==> src/rtl/wdt_pkg.sv <==
package wdt_pkg;
  // Byte offsets decoded by software; the order is part of the register contract
  localparam int OFS_CTRL   = 'h00;
  localparam int OFS_PERIOD = 'h04;
  localparam int OFS_ELAPSE = 'h08;
  localparam int OFS_KICK   = 'h0C;
  localparam int OFS_GUARD  = 'h10;
  localparam int OFS_FAULT  = 'h14;
endpackage

==> src/rtl/wdt_rst_sync.sv <==
module wdt_rst_sync (
  input  logic clk,
  input  logic arst_n,
  output logic srst_n
);
  logic [1:0] sync_q;

  always_ff @(posedge clk or negedge arst_n) begin
    if (!arst_n) sync_q <= 2'b00;
    else         sync_q <= {sync_q[0], 1'b1};
  end

  assign srst_n = sync_q[1];
endmodule

==> src/rtl/wdt_settle.sv <==
module wdt_settle #(
  parameter int DEPTH = 15,
  parameter int AW    = 5,
  parameter int DW    = 32
) (
  input  logic          clk,
  input  logic          rst_n,
  input  logic          in_vld,
  input  logic [AW-1:0] in_addr,
  input  logic [DW-1:0] in_data,
  output logic          out_vld,
  output logic [AW-1:0] out_addr,
  output logic [DW-1:0] out_data
);
  logic [DEPTH-1:0] vld_q, vld_d;
  logic [AW-1:0]    adr_q [DEPTH];
  logic [AW-1:0]    adr_d [DEPTH];
  logic [DW-1:0]    dat_q [DEPTH];
  logic [DW-1:0]    dat_d [DEPTH];

  always_comb begin
    vld_d[0] = in_vld;
    adr_d[0] = in_addr;
    dat_d[0] = in_data;
    for (int i = 1; i < DEPTH; i++) begin
      vld_d[i] = vld_q[i-1];
      adr_d[i] = adr_q[i-1];
      dat_d[i] = dat_q[i-1];
    end
  end

  for (genvar g = 0; g < DEPTH; g++) begin : g_stage
    always_ff @(posedge clk or negedge rst_n) begin
      if (!rst_n) begin
        vld_q[g] <= 1'b0;
        adr_q[g] <= '0;
        dat_q[g] <= '0;
      end else begin
        vld_q[g] <= vld_d[g];
        if (vld_d[g]) begin
          adr_q[g] <= adr_d[g];
          dat_q[g] <= dat_d[g];
        end
      end
    end
  end

  assign out_vld  = vld_q[DEPTH-1];
  assign out_addr = adr_q[DEPTH-1];
  assign out_data = dat_q[DEPTH-1];
endmodule

==> src/rtl/wdt_counter.sv <==
module wdt_counter #(
  parameter int PRESCALE_LOG2 = 20,
  parameter int PERIOD_W      = 12,
  localparam int CNT_W        = PRESCALE_LOG2 + PERIOD_W
) (
  input  logic                clk,
  input  logic                rst_n,
  input  logic                run_i,
  input  logic                tick_i,
  input  logic [PERIOD_W-1:0] period_i,
  input  logic                kick_i,
  input  logic                load_i,
  input  logic [CNT_W-1:0]    load_val_i,
  input  logic                force_i,
  output logic [CNT_W-1:0]    cnt_o,
  output logic                irq_o,
  output logic                rst_o
);
  logic [CNT_W-1:0] cnt_q, cnt_d;
  logic             stage_q, stage_d;
  logic             irq_q, irq_d;
  logic             rst_q, rst_d;
  logic [CNT_W-1:0] limit;
  logic             step;
  logic             wrap;

  // Last count of a window: (N+1)*2^P - 1
  assign limit = {period_i, {PRESCALE_LOG2{1'b1}}};
  assign step  = run_i & tick_i;
  assign wrap  = step & (cnt_q >= limit);

  always_comb begin
    cnt_d   = cnt_q;
    stage_d = stage_q;
    irq_d   = irq_q;
    rst_d   = rst_q | force_i;
    if (kick_i) begin
      cnt_d   = '0;
      stage_d = 1'b0;
      irq_d   = 1'b0;
    end else if (load_i) begin
      cnt_d = load_val_i;
    end else if (wrap) begin
      cnt_d = '0;
      if (stage_q) begin
        rst_d = 1'b1;
      end else begin
        stage_d = 1'b1;
        irq_d   = 1'b1;
      end
    end else if (step) begin
      cnt_d = cnt_q + CNT_W'(1);
    end
  end

  always_ff @(posedge clk or negedge rst_n) begin
    if (!rst_n) begin
      cnt_q   <= '0;
      stage_q <= 1'b0;
      irq_q   <= 1'b0;
      rst_q   <= 1'b0;
    end else begin
      cnt_q   <= cnt_d;
      stage_q <= stage_d;
      irq_q   <= irq_d;
      rst_q   <= rst_d;
    end
  end

  assign cnt_o = cnt_q;
  assign irq_o = irq_q;
  assign rst_o = rst_q;


  rst_hold_chk: assert property (@(posedge clk) disable iff (!rst_n)
    rst_q |=> rst_q);


  kick_clr_chk: assert property (@(posedge clk) disable iff (!rst_n)
    kick_i |=> (!irq_q && cnt_q == '0));


  rst_cause_chk: assert property (@(posedge clk) disable iff (!rst_n)
    $rose(rst_q) |-> ($past(stage_q && wrap && !kick_i && !load_i) || $past(force_i)));


  irq_cause_chk: assert property (@(posedge clk) disable iff (!rst_n)
    $rose(irq_q) |-> $past(run_i && tick_i && !stage_q));
endmodule

==> src/rtl/wdt_dual_overflow.sv <==
module wdt_dual_overflow #(
  parameter int PRESCALE_LOG2 = 20,
  parameter int PERIOD_W      = 12,
  parameter int SETTLE_CYC    = 15,
  parameter int ADDR_W        = 5,
  parameter int DATA_W        = 32
) (
  input  logic              clk,
  input  logic              rst_n,
  input  logic              osc_tick,
  input  logic              bus_wr,
  input  logic [ADDR_W-1:0] bus_addr,
  input  logic [DATA_W-1:0] bus_wdata,
  output logic [DATA_W-1:0] bus_rdata,
  output logic              irq_o,
  output logic              wdt_rst_o
);
  import wdt_pkg::*;

  localparam int CNT_W   = PRESCALE_LOG2 + PERIOD_W;
  localparam int PER_LSB = DATA_W - PERIOD_W;

  logic                srst_n;
  logic                s_vld;
  logic [ADDR_W-1:0]   s_addr;
  logic [DATA_W-1:0]   s_data;
  logic                run_q, run_d;
  logic [PERIOD_W-1:0] period_q, period_d;
  logic                guard_q, guard_d;
  logic                hit_ctrl, hit_per, hit_elp, hit_grd, hit_flt;
  logic                kick, fault;
  logic                is_kick_addr;
  logic [CNT_W-1:0]    cnt;

  wdt_rst_sync u_rst_sync (
    .clk    (clk),
    .arst_n (rst_n),
    .srst_n (srst_n)
  );

  assign is_kick_addr = (bus_addr == ADDR_W'(OFS_KICK));
  assign kick         = bus_wr & is_kick_addr & bus_wdata[0];

  wdt_settle #(
    .DEPTH (SETTLE_CYC),
    .AW    (ADDR_W),
    .DW    (DATA_W)
  ) u_settle (
    .clk      (clk),
    .rst_n    (srst_n),
    .in_vld   (bus_wr & ~is_kick_addr),
    .in_addr  (bus_addr),
    .in_data  (bus_wdata),
    .out_vld  (s_vld),
    .out_addr (s_addr),
    .out_data (s_data)
  );

  assign hit_ctrl = s_vld & (s_addr == ADDR_W'(OFS_CTRL));
  assign hit_per  = s_vld & (s_addr == ADDR_W'(OFS_PERIOD));
  assign hit_elp  = s_vld & (s_addr == ADDR_W'(OFS_ELAPSE));
  assign hit_grd  = s_vld & (s_addr == ADDR_W'(OFS_GUARD));
  assign hit_flt  = s_vld & (s_addr == ADDR_W'(OFS_FAULT));
  assign fault    = hit_flt & s_data[0] & ~guard_q;

  always_comb begin
    run_d    = run_q | (hit_ctrl & s_data[0]);
    period_d = period_q;
    guard_d  = guard_q;
    if (hit_per && !run_q) period_d = s_data[DATA_W-1 -: PERIOD_W];
    if (hit_grd)           guard_d  = s_data[0];
  end

  always_ff @(posedge clk or negedge srst_n) begin
    if (!srst_n) begin
      run_q    <= 1'b0;
      period_q <= '0;
      guard_q  <= 1'b1;
    end else begin
      run_q    <= run_d;
      period_q <= period_d;
      guard_q  <= guard_d;
    end
  end

  wdt_counter #(
    .PRESCALE_LOG2 (PRESCALE_LOG2),
    .PERIOD_W      (PERIOD_W)
  ) u_counter (
    .clk        (clk),
    .rst_n      (srst_n),
    .run_i      (run_q),
    .tick_i     (osc_tick),
    .period_i   (period_q),
    .kick_i     (kick),
    .load_i     (hit_elp),
    .load_val_i (CNT_W'(s_data)),
    .force_i    (fault),
    .cnt_o      (cnt),
    .irq_o      (irq_o),
    .rst_o      (wdt_rst_o)
  );

  always_comb begin
    bus_rdata = '0;
    case (bus_addr)
      ADDR_W'(OFS_CTRL):   bus_rdata[0] = run_q;
      ADDR_W'(OFS_PERIOD): bus_rdata    = {period_q, {PER_LSB{1'b0}}};
      ADDR_W'(OFS_ELAPSE): bus_rdata    = DATA_W'(cnt);
      ADDR_W'(OFS_KICK):   bus_rdata[0] = irq_o;
      ADDR_W'(OFS_GUARD):  bus_rdata[0] = guard_q;
      default:             bus_rdata    = '0;
    endcase
  end


  run_sticky_chk: assert property (@(posedge clk) disable iff (!srst_n)
    run_q |=> run_q);


  period_lock_chk: assert property (@(posedge clk) disable iff (!srst_n)
    $past(run_q) |-> $stable(period_q));
endmodule

==> config.mk <==
export PLATFORM = sky130hd
export DESIGN_NAME = wdt_dual_overflow
export DESIGN_NICKNAME = d
export VERILOG_FILES = /design/src/rtl/wdt_pkg.sv /design/src/rtl/wdt_rst_sync.sv /design/src/rtl/wdt_settle.sv /design/src/rtl/wdt_counter.sv /design/src/rtl/wdt_dual_overflow.sv
export SDC_FILE = /design/constraint.sdc
export NUM_CORES = 1
export LEC_CHECK = 0
export ABC_AREA = 1
export BUFFER_PORTS_ARGS = -buffer_cell sky130_fd_sc_hd__buf_2
export CORE_UTILIZATION = 55
export CTS_CLUSTER_DIAMETER = 200
export DETAILED_ROUTE_END_ITERATION = 6
export MAX_ROUTING_LAYER = met4
export PLACE_DENSITY = 0.77
export SLEW_MARGIN = 20
export SYNTH_ARGS = -nofsm -noshare
export SYNTH_HDL_FRONTEND = slang
export SYNTH_SLANG_ARGS = --single-unit
==> constraint.sdc <==
create_clock -name clk -period 46.9 [get_ports clk]
set_input_delay 7.035 -clock clk [delete_from_list [all_inputs] [get_ports clk]]
set_output_delay 7.035 -clock clk [all_outputs]
set_load 0.005 [all_outputs]
==> results.sh <==
export IMPL_yosysUniqueCellTypes=31
export IMPL_start_kind="input port"
export IMPL_io_pins=75
export IMPL_arrival_ns=8.65
export IMPL_antenna_cells=0
export IMPL_dieArea_um2=45870
export IMPL_path_class="input port to primary output"
export IMPL_ir_drop_mv=0.03280
export IMPL_hold_start="u_rst_sync.sync_q[0]"
export IMPL_p_int_w=0.0009862
export IMPL_worstMarginPinSlew_ns=1.021
export IMPL_finalNetCount=2778
export IMPL_io_buffers=74
export IMPL_grt_pass1_wl_mm=86.03
export IMPL_path_max_fanout=31
export IMPL_finalCritPeriodShare_pct=33.45
export IMPL_synth_warnings=0
export IMPL_dr_pass1_iters=6
export IMPL_synth_area_leader_cell="dfrtp_1"
export IMPL_fin_skew_ns=0.02987
export IMPL_rr_worst_depth=3
export IMPL_synth_top_area_share_pct=62.66
export IMPL_fin_tns_setup_ns=0
export IMPL_holdPathEnd="u_rst_sync.sync_q[1]"
export IMPL_yosys_top_cells_area="dfrtp_1, nand2_1, o21ai_0"
export IMPL_routedWlPerCell_um=15.11
export IMPL_fillCellCount=3588
export IMPL_gr_usage_all_layers_pct=23.46
export IMPL_rsz0062_at_grt="no"
export IMPL_antenna_left=0
export IMPL_holdPathStages=0
export IMPL_fin_crit_ns=15.69
export IMPL_gr_usage_met3_pct=2.794
export IMPL_placed_cells=3256
export IMPL_dieHeight_um=214.2
export IMPL_p_comb_share_pct=17.4
export IMPL_rrSetupSlack_ns=43.14
export IMPL_use_met1_pct=29.88
export IMPL_place_gp_congestion=0.8975
export IMPL_clockBufferDepth=3
export IMPL_grt_max_degree=192
export IMPL_postRouteWirelength_mm=50.80
export IMPL_syn_num_nets=2770
export IMPL_grt_pass1_vias=17350
export IMPL_areaGrowthSynthToFinish_pct=10.53
export IMPL_cts_root_buffer="clkbuf_16"
export IMPL_via_count=17320
export IMPL_cts_sinks=621
export IMPL_setup_viol=0
export IMPL_slew_limit_headroom_pct=31.95
export IMPL_core_area_um2=44320
export IMPL_grt_overflow=0
export IMPL_status="finished, final reports clean"
export IMPL_ys_flop_type="dfrtp_1"
export IMPL_initial_core_util_pct=55.87
export IMPL_cts_tree="yes"
export IMPL_synth_seq_cells=621
export IMPL_p_sw_share_pct=30.49
export IMPL_syn_area_um2=24760
export IMPL_end_kind="primary output"
export IMPL_rows=77
export IMPL_vias_per_cell=5.151
export IMPL_fmax_mhz=63.74
export IMPL_cts_setup_buffers=0
export IMPL_yosysSeqAreaShare_pct=62.77
export IMPL_antenna_found_initial=0
export IMPL_synthArstFlopShare_pct=100.0
export IMPL_r2r_end="u_settle.dat_d[8]"
export IMPL_rr_startpoint="u_rst_sync.sync_q[1]"
export IMPL_hold_viol=0
export IMPL_drc=0
export IMPL_dieWidth_um=214.2
export IMPL_synth_cells=2716
export IMPL_pwr_share_clk_pct=32.7
export IMPL_ctsResizeCount=0
export IMPL_drv_slew=0
export IMPL_numCtsBuffers=58
export IMPL_drive_gt1_share_pct=8.628
export IMPL_drt_iter0_drc=1381
export IMPL_use_met2_pct=39.38
export IMPL_synth_edf_count=0
export IMPL_required_ns=39.87
export IMPL_powerDensity_nw_per_um2=51.84
export IMPL_cap_violations=0
export IMPL_busiest_layer="met2"
export IMPL_syn_avg_cell_area_um2=9.116
export IMPL_clk_latency_ns=0.62
export IMPL_p_sw_w=0.0004326
export IMPL_p_leak_nw=13.56
export IMPL_hold_ws_ns=0.3491
export IMPL_hpwl_mm=32.59
export IMPL_final_cells=3362
export IMPL_ctsHoldBuffers=0
export IMPL_cts_htree_levels=2
export IMPL_cts_clk_slew_worst_paths_ns=0.06
export IMPL_hold_class="flip-flop to flip-flop"
export IMPL_seqPwrFrac_pct=49.9
[registers in the layout, indices dropped and copies added, names as in the netlist]
name               cells
guard_q                1
period_q              12
run_q                  1
u_counter.cnt_o       32
u_counter.irq_o        1
u_counter.rst_o        1
u_counter.stage_q      1
u_rst_sync.sync_q      2
u_settle.adr_d        70
u_settle.dat_d       448
u_settle.out_addr      5
u_settle.out_data     32
u_settle.out_vld       1
u_settle.vld_d        14
[power groups by stage]
stage	sequential [W]	combinational [W]	clock (W)
detailed placement	0.000717	0.000246	0
global route	0.000721	0.000287	0.000493
global placement	0.000712	0.000237	0
finish	0.000708	0.000247	0.000463
CTS	0.000708	0.000250	0.000471
floorplan	0.000691	0.000192	0
[cell families after synthesis]
logic type      Yosys count  synth area share, %
mux                      33                1.501
flops                   621                62.77
fa+ha+maj                13               0.6569
other cells               1              0.01515
compound gates          560                11.44
buf+inv                 503                7.777
xor+xnor                 17               0.6013
simple gates            968                15.24
[critical path: stages]
cell and delay, ns:
buf_2 0.11, nor2_2 0.35, nand3_2 0.57, o22ai_1 0.42, buf_2 0.17
[layer usage]
metal	wire length [um]	part of all wire [%]
met3	1515	3.0
met1	22050	43
met4	1406	2.8
met5	0	0
met2	25830	51
[worst max path at each step]
| stage | startpoint | endpoint | slack, ns | cells past startpoint |
|---|---|---|---|---|
| 2_1_floorplan | u_rst_sync.sync_q[1] | period_q[0] | 28.31 | 0 |
| 3_3_place_gp | bus_addr[1] | bus_rdata[20] | 31.07 | 5 |
| 3_5_place_dp | bus_addr[1] | bus_rdata[25] | 30.86 | 5 |
| 4_1_cts | bus_addr[1] | bus_rdata[25] | 30.82 | 5 |
| 5_1_grt | bus_addr[1] | bus_rdata[25] | 31.08 | 5 |
| 6_report | bus_addr[1] | bus_rdata[25] | 31.21 | 5 |
[stage by stage]
step	worst slack (ns)	cell area [um2]	util, %	total power, W
after CTS	30.82	27330	61.68	0.001429
after global routing	31.08	27370	61.75	0.001501
after detailed placement	30.86	25440	57.40	0.0009631
final	31.21	27370	61.75	0.001419
after floorplan	28.31	24760	-	0.0008828
after global placement	31.07	25440	57.40	0.0009494
[synth_stat cells (4+ instances only)]
master / number
a21oi_1: 272
buf_1: 14
nand3_1: 50
xor2_1: 17
inv_2: 5
nor2_1: 346
mux2_2: 33
clkbuf_1: 111
nand2_1: 556
inv_1: 359
dfrtp_1: 620
o21ai_0: 273
ha_1: 13
o22ai_1: 12
buf_2: 9
nor2_2: 4
[area by class of cell]
type                       instances  area (um2)  share of cell area (%)
clock buffer                      93        1734                   6.337
clock inverter                    13       161.4                  0.5898
inverter                         365        1370                   5.006
multi-input combinational       1592        7298                   26.67
sequential                       621       15590                   56.95
tap                              592       740.7                   2.707
timing repair buffer              86       476.7                   1.742
[layout by cell type (no fill, tap or decap), types with 3 or more instances in the layout]
cell type and n:
inv_1 359, buf_4 10, mux2_2 33, nor2_1 346, nor2_2 4, a21oi_1 272, xor2_1 17, nand3_1 49
dfrtp_2 3, clkbuf_16 59, dfrtp_1 606, o21ai_0 273, inv_2 5, o22ai_1 12, nand3_2 3, clkbuf_8 13
dfrtp_4 11, nand2_1 556, ha_1 13, clkinv_2 7, buf_2 74, clkbuf_1 21
(Power assumes the default switching activity.)
